[src/rtl/bcd_fixup_pkg.sv]
package bcd_fixup_pkg;
    localparam int DW        = 8;
    localparam int NW        = DW / 2;
    localparam int DIGIT_MAX = 9;
    localparam logic [DW-1:0] BYTE_MAX = 8'h99;
    localparam logic [DW-1:0] FIX_LO   = 8'h06;
    localparam logic [DW-1:0] FIX_HI   = FIX_LO << NW;
    localparam logic [DW-1:0] FIX_BOTH = FIX_LO + FIX_HI;
    localparam logic [DW-1:0] SUB_LO   = 8'h00 - FIX_LO;
    localparam logic [DW-1:0] SUB_HI   = 8'h00 - FIX_HI;
    localparam logic [DW-1:0] SUB_BOTH = 8'h00 - FIX_BOTH;
    localparam logic [NW-1:0] HC_ADD_THR = 4'hA;
    localparam logic [NW-1:0] HC_SUB_THR = 4'h6;

    typedef struct packed {
        logic sign;
        logic zero;
        logic half;
        logic parity;
        logic carry;
        logic sub;
        logic bit3;
        logic bit5;
    } flag_t;

    typedef struct packed {
        logic [DW-1:0] acc;
        flag_t         flg;
        logic          vld;
    } state_t;
endpackage

[src/rtl/bcd_fixup_decide.sv]
module bcd_fixup_decide
    import bcd_fixup_pkg::*;
(
    input  logic [DW-1:0] acc,
    input  logic          cy,
    input  logic          hc,
    input  logic          sub,
    output logic [DW-1:0] offset,
    output logic          hc_next,
    output logic          cy_next
);
    logic lo_fix;
    logic hi_fix;

    always_comb begin
        lo_fix = (int'(acc[NW-1:0]) > DIGIT_MAX) || hc;
        hi_fix = (acc > BYTE_MAX) || cy;
        unique case ({hi_fix, lo_fix})
            2'b01:   offset = sub ? SUB_LO   : FIX_LO;
            2'b10:   offset = sub ? SUB_HI   : FIX_HI;
            2'b11:   offset = sub ? SUB_BOTH : FIX_BOTH;
            default: offset = '0;
        endcase
        cy_next = hi_fix ? 1'b1 : cy;
        if (!sub) begin
            hc_next = (acc[NW-1:0] >= HC_ADD_THR);
        end else if (hc) begin
            hc_next = (acc[NW-1:0] < HC_SUB_THR);
        end else begin
            hc_next = 1'b0;
        end
    end
endmodule

[src/rtl/bcd_fixup_flags.sv]
module bcd_fixup_flags
    import bcd_fixup_pkg::*;
(
    input  logic [DW-1:0] res,
    input  logic          hc_next,
    input  logic          cy_next,
    input  logic          sub,
    output flag_t         flg
);
    always_comb begin
        flg.sign   = res[DW-1];
        flg.zero   = (res == '0);
        flg.half   = hc_next;
        flg.parity = ~^res;
        flg.carry  = cy_next;
        flg.sub    = sub;
        flg.bit3   = res[3];
        flg.bit5   = res[5];
    end
endmodule

[src/rtl/bcd_fixup_unit.sv]
module bcd_fixup_unit
    import bcd_fixup_pkg::*;
(
    input  logic          clk,
    input  logic          rst_n,
    input  logic          start_i,
    input  logic [DW-1:0] acc_i,
    input  logic          cy_i,
    input  logic          hc_i,
    input  logic          sub_i,
    output logic [DW-1:0] acc_o,
    output logic          sign_o,
    output logic          zero_o,
    output logic          hc_o,
    output logic          par_o,
    output logic          cy_o,
    output logic          sub_o,
    output logic          bit3_o,
    output logic          bit5_o,
    output logic          valid_o
);
    logic [DW-1:0] offset;
    logic [DW-1:0] sum;
    logic          hc_next;
    logic          cy_next;
    flag_t         flg_new;
    state_t        st_d;
    state_t        st_q;

    bcd_fixup_decide u_decide (
        .acc     (acc_i),
        .cy      (cy_i),
        .hc      (hc_i),
        .sub     (sub_i),
        .offset  (offset),
        .hc_next (hc_next),
        .cy_next (cy_next)
    );

    assign sum = acc_i + offset;

    bcd_fixup_flags u_flags (
        .res     (sum),
        .hc_next (hc_next),
        .cy_next (cy_next),
        .sub     (sub_i),
        .flg     (flg_new)
    );

    always_comb begin
        st_d     = st_q;
        st_d.vld = start_i;
        if (start_i) begin
            st_d.acc = sum;
            st_d.flg = flg_new;
        end
    end

    always_ff @(posedge clk or negedge rst_n) begin
        if (!rst_n) begin
            st_q <= '0;
        end else begin
            st_q <= st_d;
        end
    end

    assign acc_o   = st_q.acc;
    assign sign_o  = st_q.flg.sign;
    assign zero_o  = st_q.flg.zero;
    assign hc_o    = st_q.flg.half;
    assign par_o   = st_q.flg.parity;
    assign cy_o    = st_q.flg.carry;
    assign sub_o   = st_q.flg.sub;
    assign bit3_o  = st_q.flg.bit3;
    assign bit5_o  = st_q.flg.bit5;
    assign valid_o = st_q.vld;
endmodule

[config.mk]
export PLATFORM = sky130hd
export DESIGN_NAME = bcd_fixup_unit
export DESIGN_NICKNAME = d
export VERILOG_FILES = /design/src/rtl/bcd_fixup_pkg.sv /design/src/rtl/bcd_fixup_decide.sv /design/src/rtl/bcd_fixup_flags.sv /design/src/rtl/bcd_fixup_unit.sv
export SDC_FILE = /design/constraint.sdc
export NUM_CORES = 1
export LEC_CHECK = 0
export BUFFER_PORTS_ARGS = -buffer_cell sky130_fd_sc_hd__buf_4
export CORE_MARGIN = 5
export CORE_UTILIZATION = 30
export DETAILED_ROUTE_END_ITERATION = 12
export GPL_TIMING_DRIVEN = 0
export SETUP_SLACK_MARGIN = 0.05
export SLEW_MARGIN = 40
export SYNTH_ARGS = -nofsm -noshare
export SYNTH_HDL_FRONTEND = slang
export SYNTH_HIERARCHICAL = 1
export SYNTH_SLANG_ARGS = --single-unit
[constraint.sdc]
create_clock -name clk -period 2.1 [get_ports clk]
set_clock_uncertainty 0.1 [all_clocks]
set_input_delay 0.42 -clock clk [delete_from_list [all_inputs] [get_ports clk]]
set_output_delay 0.42 -clock clk [all_outputs]
set_load 0.03 [all_outputs]
* Word level (Yosys, flattened, before mapping) *
Index checks and enable logic that the tools add are counted.

storage, ports and cells
  register bits = 17
  word-level logic and storage cells = 29
  input port bits = 14

cells by class
  equality and inequality tests = 3
  muxes and demuxes = 7
  $add $sub $neg = 1
  magnitude comparators = 4
  reduce and logical (&&, ||, !) cells = 4

operators with widths
  kind                number
  $mux 8              3
  $pmux 8 s3          1
  $add 8x8->8         1
  $gt 8x8->1 const B  1
  $logic_not 8->1     1
  $reduce_xnor 8->1   1
  $eq 2x2->1 const B  2
  $ge 4x4->1 const B  1
  $gt 4x4->1 const B  1
  $lt 4x3->1 const B  1
  $mux 1              3
  $eq 2x1->1 const B  1
  $logic_or 1x1->1    2

* Logic depth before layout (Yosys ltp) *
Gate-level depths: netlist of run 1.

  depth after elaboration = 6
  depth in mapped cells = 15
  depth with buffers taken out = 15

* Cells and area by module *
Netlist of run 1, hierarchy kept.

by module, submodules not included
  module            cells each  instances  seq. area each (µm²)  area an instance (µm²)
  bcd_fixup_unit    88          1          425.4                 982.2
  bcd_fixup_decide  23          1          0.0                   168.9
  bcd_fixup_flags   22          1          0.0                   160.2

* Worst setup path after synthesis of run 1 *
Ideal clock, no wire load.

  path type = in2reg
  from = input acc_i[2]
  to = register st_q, in the netlist par_o
  path buffers = 1
  stages on the path = 15
  arrival = 2925 ps
  data required time = 1875 ps
  path slack = -1050 ps
  library setup time = 125 ps
  cells stage by stage = o21a_4 nor2_4 inv_2 and2_1 buf_4 ha_1 a211oi_2 nor2_1 o31a_1 nor2_1 inv_1 ha_1 xnor2_1 xnor2_1 mux2_2

RTL lines
  element                 RTL line              RTL
  start: declaration      bcd_fixup_unit.sv:7   input logic [DW-1:0] acc_i,
  end signal: assignment  bcd_fixup_unit.sv:63  st_q <= st_d;
  end: declaration        bcd_fixup_unit.sv:28  state_t st_q;

==> results_dict.tcl, run 1 <==
set metrics [dict create \
    swShare_pct 37.19 \
    start_kind "input port" \
    grt_pass1_wl_mm 4.995 \
    yosysSeqAreaShare_pct 32.44 \
    ys_types 37 \
    fin_cells 228 \
    postLayoutSetupSlackWorst_ns -0.8390 \
    ant_nets 0 \
    violations "negative setup slack" \
    antenna_found_initial 0 \
    dr.pass1.iters 4 \
    drv_cap 0 \
    clkPwrFrac_pct 15.7 \
    grtUsageTotal_pct 10.10 \
    htree_levels 1 \
    crit_type "in2reg" \
    vias_per_cell 4.776 \
    rsz0062_at_grt "true" \
    utilization_pct 44.11 \
    placeableCoreArea_sq_um 4294 \
    gp_congestion 0.7519 \
    p_leak_nw 0.8989 \
    p_per_area_nw_per_um2 807.2 \
    top_layer "met4" \
    arrival_ns 2.97 \
    grt_max_degree 18 \
    combPwrFrac_pct 55.5 \
    syn_area_sq_um 1311 \
    clk_latency_ns 0.25 \
    place_area_sq_um 1627 \
    fmax_mhz 340.3 \
    vias 1089 \
    syn-num-nets 159 \
    start_util_pct 30.54 \
    synthCells 133 \
    power_switching_mw 0.5686 \
    nFillCells 420 \
    power.internal_mw 0.9604 \
    place_inst 215 \
    nets 203 \
    finalCriticalPeriod_ns 2.939 \
    r2r_setup_slack_ns 1.03 \
    fp.dieW_um 76.11 \
    setup_viol 8 \
    antenna_cells 0 \
    wl_met2_mm 1.330 \
    async_flop_share_pct 100.0 \
    synth_ff_type "dfrtp_1" \
    wl_met1_mm 1.403 \
    multi_input_area_sq_um 908.4 \
    cts_made_buffers 3 \
    syn_area_per_cell_sq_um 9.859 \
    wl_per_cell_um 12.67 \
    overflow 0 \
    path_max_fanout 4 \
    fin_crit_sh_pct 140.0 \
    cts_tree "done" \
    routed_wl_mm 2.889 \
    numClockSinks 17 \
    pwr-share-seq_pct 28.8 \
    cts.clk_slew.worst_paths_ns 0.06 \
    die_area_sq_um 5793 \
    finalHoldViolations 0 \
    postSynthRegisterBits 17 \
    report.final.slew_viol_count 0 \
    final_area_sq_um 1894 \
    fp.dieH_um 76.11 \
    hold_ws_ns 0.1831 \
    route.detailed.drc 0 \
    synth_warnings 6 \
    min_path_type "in2reg" \
    clock-root-buffer "clkbuf_8" \
    ir_drop_mv 0.4734 \
    status "finished, violations left" \
    critical_path_required_ns 2.14 \
    synth_edf_count 0 \
    cts_buffer_depth 2 \
    syn2layout_area_growth_pct 44.47 \
    layout-drive-gt1-share_pct 51.70 \
    io_pins 31 \
    first_iter_violations 27 \
    port_buffers 30 \
    endpoint_kind "register" \
    route.met3.wl_um 143 \
    dp_hpwl_mm 2.224 \
    rows 24 \
    register_area_sq_um 425.4 \
    grt_pass1_vias 1096 \
]
worst max-delay path: stages:
cell and delay, ns:
buf_8 0.09, o21a_4 0.21, nor2_4 0.12, inv_4 0.06, and2_4 0.14, buf_6 0.11
ha_4 0.24, buf_4 0.13, buf_6 0.10, o21a_1 0.10, o31a_1 0.14, a21oi_2 0.15
inv_1 0.06, ha_1 0.33, xnor2_2 0.20, xnor2_1 0.09, mux2_4 0.25
power by group through the flow:
stage,Combinational [mW],Sequential (mW),Clock [mW]
floorplan,0.353,0.585,0
global placement,0.704,0.443,0
detailed placement,0.712,0.445,0
CTS,0.817,0.441,0.256
global route,0.922,0.450,0.269
finish,0.849,0.440,0.240
per-stage QoR:
stage | TNS [ns] | setup WS [ns] | total power [mW]
finish | -2.357 | -0.8390 | 1.529
global route | -2.984 | -0.9223 | 1.641
CTS | -2.449 | -0.8218 | 1.515
detailed placement | -4.889 | -1.236 | 1.157
global placement | -4.656 | -1.176 | 1.147
floorplan | -2.213 | -0.8504 | 0.9379
cells by family after synthesis:
kind of cell / after synthesis / synth area share [%]
other: 1 / 0.2860
buffers and inverters: 26 / 9.923
adder cells (fa/ha/maj): 12 / 12.02
AND/OR/NAND/NOR: 31 / 14.03
multiplexers: 14 / 12.02
AO/OA/AOI/OAI: 25 / 14.60
XOR/XNOR: 7 / 4.676
flip-flops: 17 / 32.44
path summary, 6_finish.rpt:
check	startpoint	to	cells after the start
worst max-delay path	acc_i[1]	par_o$_DFFE_PN0P_	17
worst min-delay path	start_i	valid_o$_DFF_PN0_	1
worst min register to register	acc_o[7]$_DFFE_PN0P_	acc_o[7]$_DFFE_PN0P_	2
min in group asynchronous	rst_n	valid_o$_DFF_PN0_	2
worst max register to register	acc_o[6]$_DFFE_PN0P_	acc_o[6]$_DFFE_PN0P_	3
max in group asynchronous	rst_n	zero_o$_DFFE_PN0P_	2
sequential cells by signal, summed over array words and instances, names as in the netlist:
name     count
par_o        1
hc_o         1
sub_o        1
valid_o      1
bit3_o       1
cy_o         1
acc_o        8
sign_o       1
bit5_o       1
zero_o       1
per-layer routing:
metal,global-route usage (%),vias to the layer above
li1,-,537
met4,1.573,0
met2,16.78,29
met3,2.837,2
met5,0,-
met1,13.24,521
cell usage in the layout, fill, tap and decap left out, drive strengths merged, types with 5 or more instances in the layout:
cell	netlist	final
xnor2	6	6
o21ai	5	5
mux2	14	14
nor2	10	10
nand3	5	5
inv	16	16
buf	10	48
nand2	6	6
dfrtp	17	17
ha	11	11
synth_stat cells, types with 2 or more instances:
master	n	area share [%]
o211ai_1	2	1.1
o21a_1	2	1.1
a211oi_2	2	1.9
buf_4	8	4.6
nor2_1	8	2.3
a21o_1	2	1.1
inv_1	15	4.3
o31a_1	2	1.3
nand3_1	4	1.5
o21ai_0	4	1.5
buf_2	2	0.76
xnor2_1	6	4.0
nand2_1	6	1.7
a21oi_1	4	1.5
o31ai_1	2	1.1
ha_1	11	10
dfrtp_1	17	32
mux2_2	14	12
nor2b_1	4	1.9
cell type report:
type                    count  area share (%)
multi-input cells          90           47.95
flip-flops and latches     17           22.46
repair buffers             39           16.38
plain buffers              10           4.095
well taps                  52           3.435
inverters                  16           3.303
clock buffers               4           2.378
timing repair:
action	4_1_cts	5_1_grt
gates resized for setup	19	10
pin swaps	13	7
endpoints found under the hold margin	17	0
setup buffers	7	1
hold buffers	1	0
endpoints found under the setup margin	7	9
Note: power is estimated with default switching activity, not from simulation.
==> run 2, diff against run 1 <==
--- a/config.mk
+++ b/config.mk
@@ -6,10 +6,13 @@
 export NUM_CORES = 1
 export LEC_CHECK = 0
 export BUFFER_PORTS_ARGS = -buffer_cell sky130_fd_sc_hd__buf_4
+export CELL_PAD_IN_SITES_DETAIL_PLACEMENT = 1
+export CELL_PAD_IN_SITES_GLOBAL_PLACEMENT = 1
 export CORE_MARGIN = 5
-export CORE_UTILIZATION = 30
+export CORE_UTILIZATION = 44
 export DETAILED_ROUTE_END_ITERATION = 12
 export GPL_TIMING_DRIVEN = 0
+export PLACE_DENSITY_LB_ADDON = 0.1
 export SETUP_SLACK_MARGIN = 0.05
 export SLEW_MARGIN = 40
 export SYNTH_ARGS = -nofsm -noshare
==> results_dict.tcl, run 2 (synthesis gave the netlist of run 1 again) <==
set metrics [dict create \
    status "finished, violations left" \
    violations "negative setup slack" \
    utilization_pct 65.88 \
    cts_buffer_depth 2 \
    start_util_pct 46.74 \
    report.final.slew_viol_count 0 \
    numClockSinks 17 \
    finalHoldViolations 0 \
    cts_tree "done" \
    top_layer "met4" \
    antenna_cells 0 \
    fp.dieW_um 64.59 \
    ant_nets 0 \
    cts.clk_slew.worst_paths_ns 0.09 \
    routed_wl_mm 3.766 \
    route.detailed.drc 0 \
    tns_ns -2.640 \
    crit_path_start "acc_i[1]" \
    finalCriticalPeriod_ns 2.913 \
    first_iter_violations 30 \
    syn2layout_area_growth_pct 40.93 \
    power.total_mw 1.491 \
    drv_cap 0 \
    fp.dieH_um 64.59 \
    vias 1127 \
    wl_per_cell_um 18.02 \
    vias_per_cell 5.392 \
    rows 19 \
    clock-root-buffer "clkbuf_4" \
    placeableCoreArea_sq_um 2805 \
    crit_type "in2reg" \
    route.met3.wl_um 146 \
    overflow 0 \
    layout_common_cells "44 x buf_4, 17 x dfrtp_1, 14 x inv_1" \
    nets 205 \
    place_area_sq_um 1600 \
    ir_drop_mv 0.5817 \
    dp_hpwl_mm 2.590 \
    htree_levels 1 \
    critical_path_required_ns 2.18 \
    rsz0062_at_grt "true" \
    io_pins 31 \
    final_area_sq_um 1848 \
    grt_pass1_vias 1271 \
    gp_congestion 0.7830 \
    endpoint_kind "register" \
    die_area_sq_um 4172 \
    path_max_fanout 4 \
    p_leak_nw 0.8895 \
    multi_input_area_sq_um 895.9 \
    layout-drive-gt1-share_pct 52.81 \
    largest_reg_flops 8 \
    fin_crit_sh_pct 138.7 \
    setup_viol 8 \
    register_area_sq_um 425.4 \
    postLayoutSetupSlackWorst_ns -0.8131 \
    grt_pass1_wl_mm 5.906 \
    p_per_area_nw_per_um2 806.7 \
    hp-start "start_i" \
    start_kind "input port" \
    fmax_mhz 343.3 \
    cts_made_buffers 3 \
    min_path_type "in2reg" \
    r2r_setup_slack_ns 0.96 \
    dr.pass1.iters 6 \
    wl_met2_mm 2.126 \
    clk_latency_ns 0.29 \
    mostFrequentLayoutCell "buf_4" \
    wl_met1_mm 1.452 \
    antenna_found_initial 0 \
    r2r_start "acc_o[6]$_DFFE_PN0P_" \
    nFillCells 318 \
    pre_cts_ws_ns -1.255 \
    arrival_ns 2.99 \
    grtUsageTotal_pct 18.17 \
    port_buffers 30 \
    grt_max_degree 18 \
]
run 2: where the power goes:
part | internal [mW] | switching [mW]
logic | 0.427 | 0.450
clock network | 0.0741 | 0.0989
registers | 0.400 | 0.0414
run 2: worst max-delay path, cell delays in order:
cell	delay, ns
buf_8	0.10
o21a_4	0.22
nor2_4	0.14
inv_4	0.06
and2_4	0.14
buf_6	0.11
ha_4	0.27
o211ai_1	0.14
nor3_2	0.27
o31a_1	0.26
nor2_2	0.07
inv_2	0.07
ha_4	0.19
xnor2_2	0.13
xnor2_1	0.12
mux2_4	0.26
run 2: area by class of cell:
| cell class | instances | area share [%] |
|---|---|---|
| buffer | 10 | 4.198 |
| tap | 31 | 2.099 |
| timing repair buffer | 41 | 17.40 |
| multi-input combinational | 90 | 48.48 |
| inverter | 16 | 3.385 |
| sequential | 17 | 23.02 |
| clock buffer | 4 | 1.422 |
run 2: path summary, 6_finish.rpt:
| path | cells past startpoint | end |
|---|---|---|
| min reg2reg | 1 | hc_o$_DFFE_PN0P_ |
| min in group asynchronous | 2 | acc_o[6]$_DFFE_PN0P_ |
| max | 16 | par_o$_DFFE_PN0P_ |
| max in group asynchronous | 2 | acc_o[1]$_DFFE_PN0P_ |
| max reg2reg | 3 | acc_o[6]$_DFFE_PN0P_ |
| min | 1 | valid_o$_DFF_PN0_ |
run 2: stage by stage:
stage | hold slack (ns) | cells
after floorplan | 0.02441 | 133
after global placement | 0.1880 | 194
after detailed placement | 0.1948 | 194
after CTS | 0.1231 | 207
after global routing | 0.1098 | 209
final | 0.1361 | 209
run 2: repair_timing:
item	in CTS	in global routing
setup buffers	8	2
hold buffers	1	0
gates resized for setup	17	13
hold endpoints to repair	17	0
gates cloned	0	0
setup endpoints to repair	8	10
pin swaps	16	10
run 2: metal layers:
metal  GRT usage (%)  vias up
li1                -      542
met2           34.92       28
met3           3.800        4
met4           5.541        0
met1           19.85      553
met5               0        -
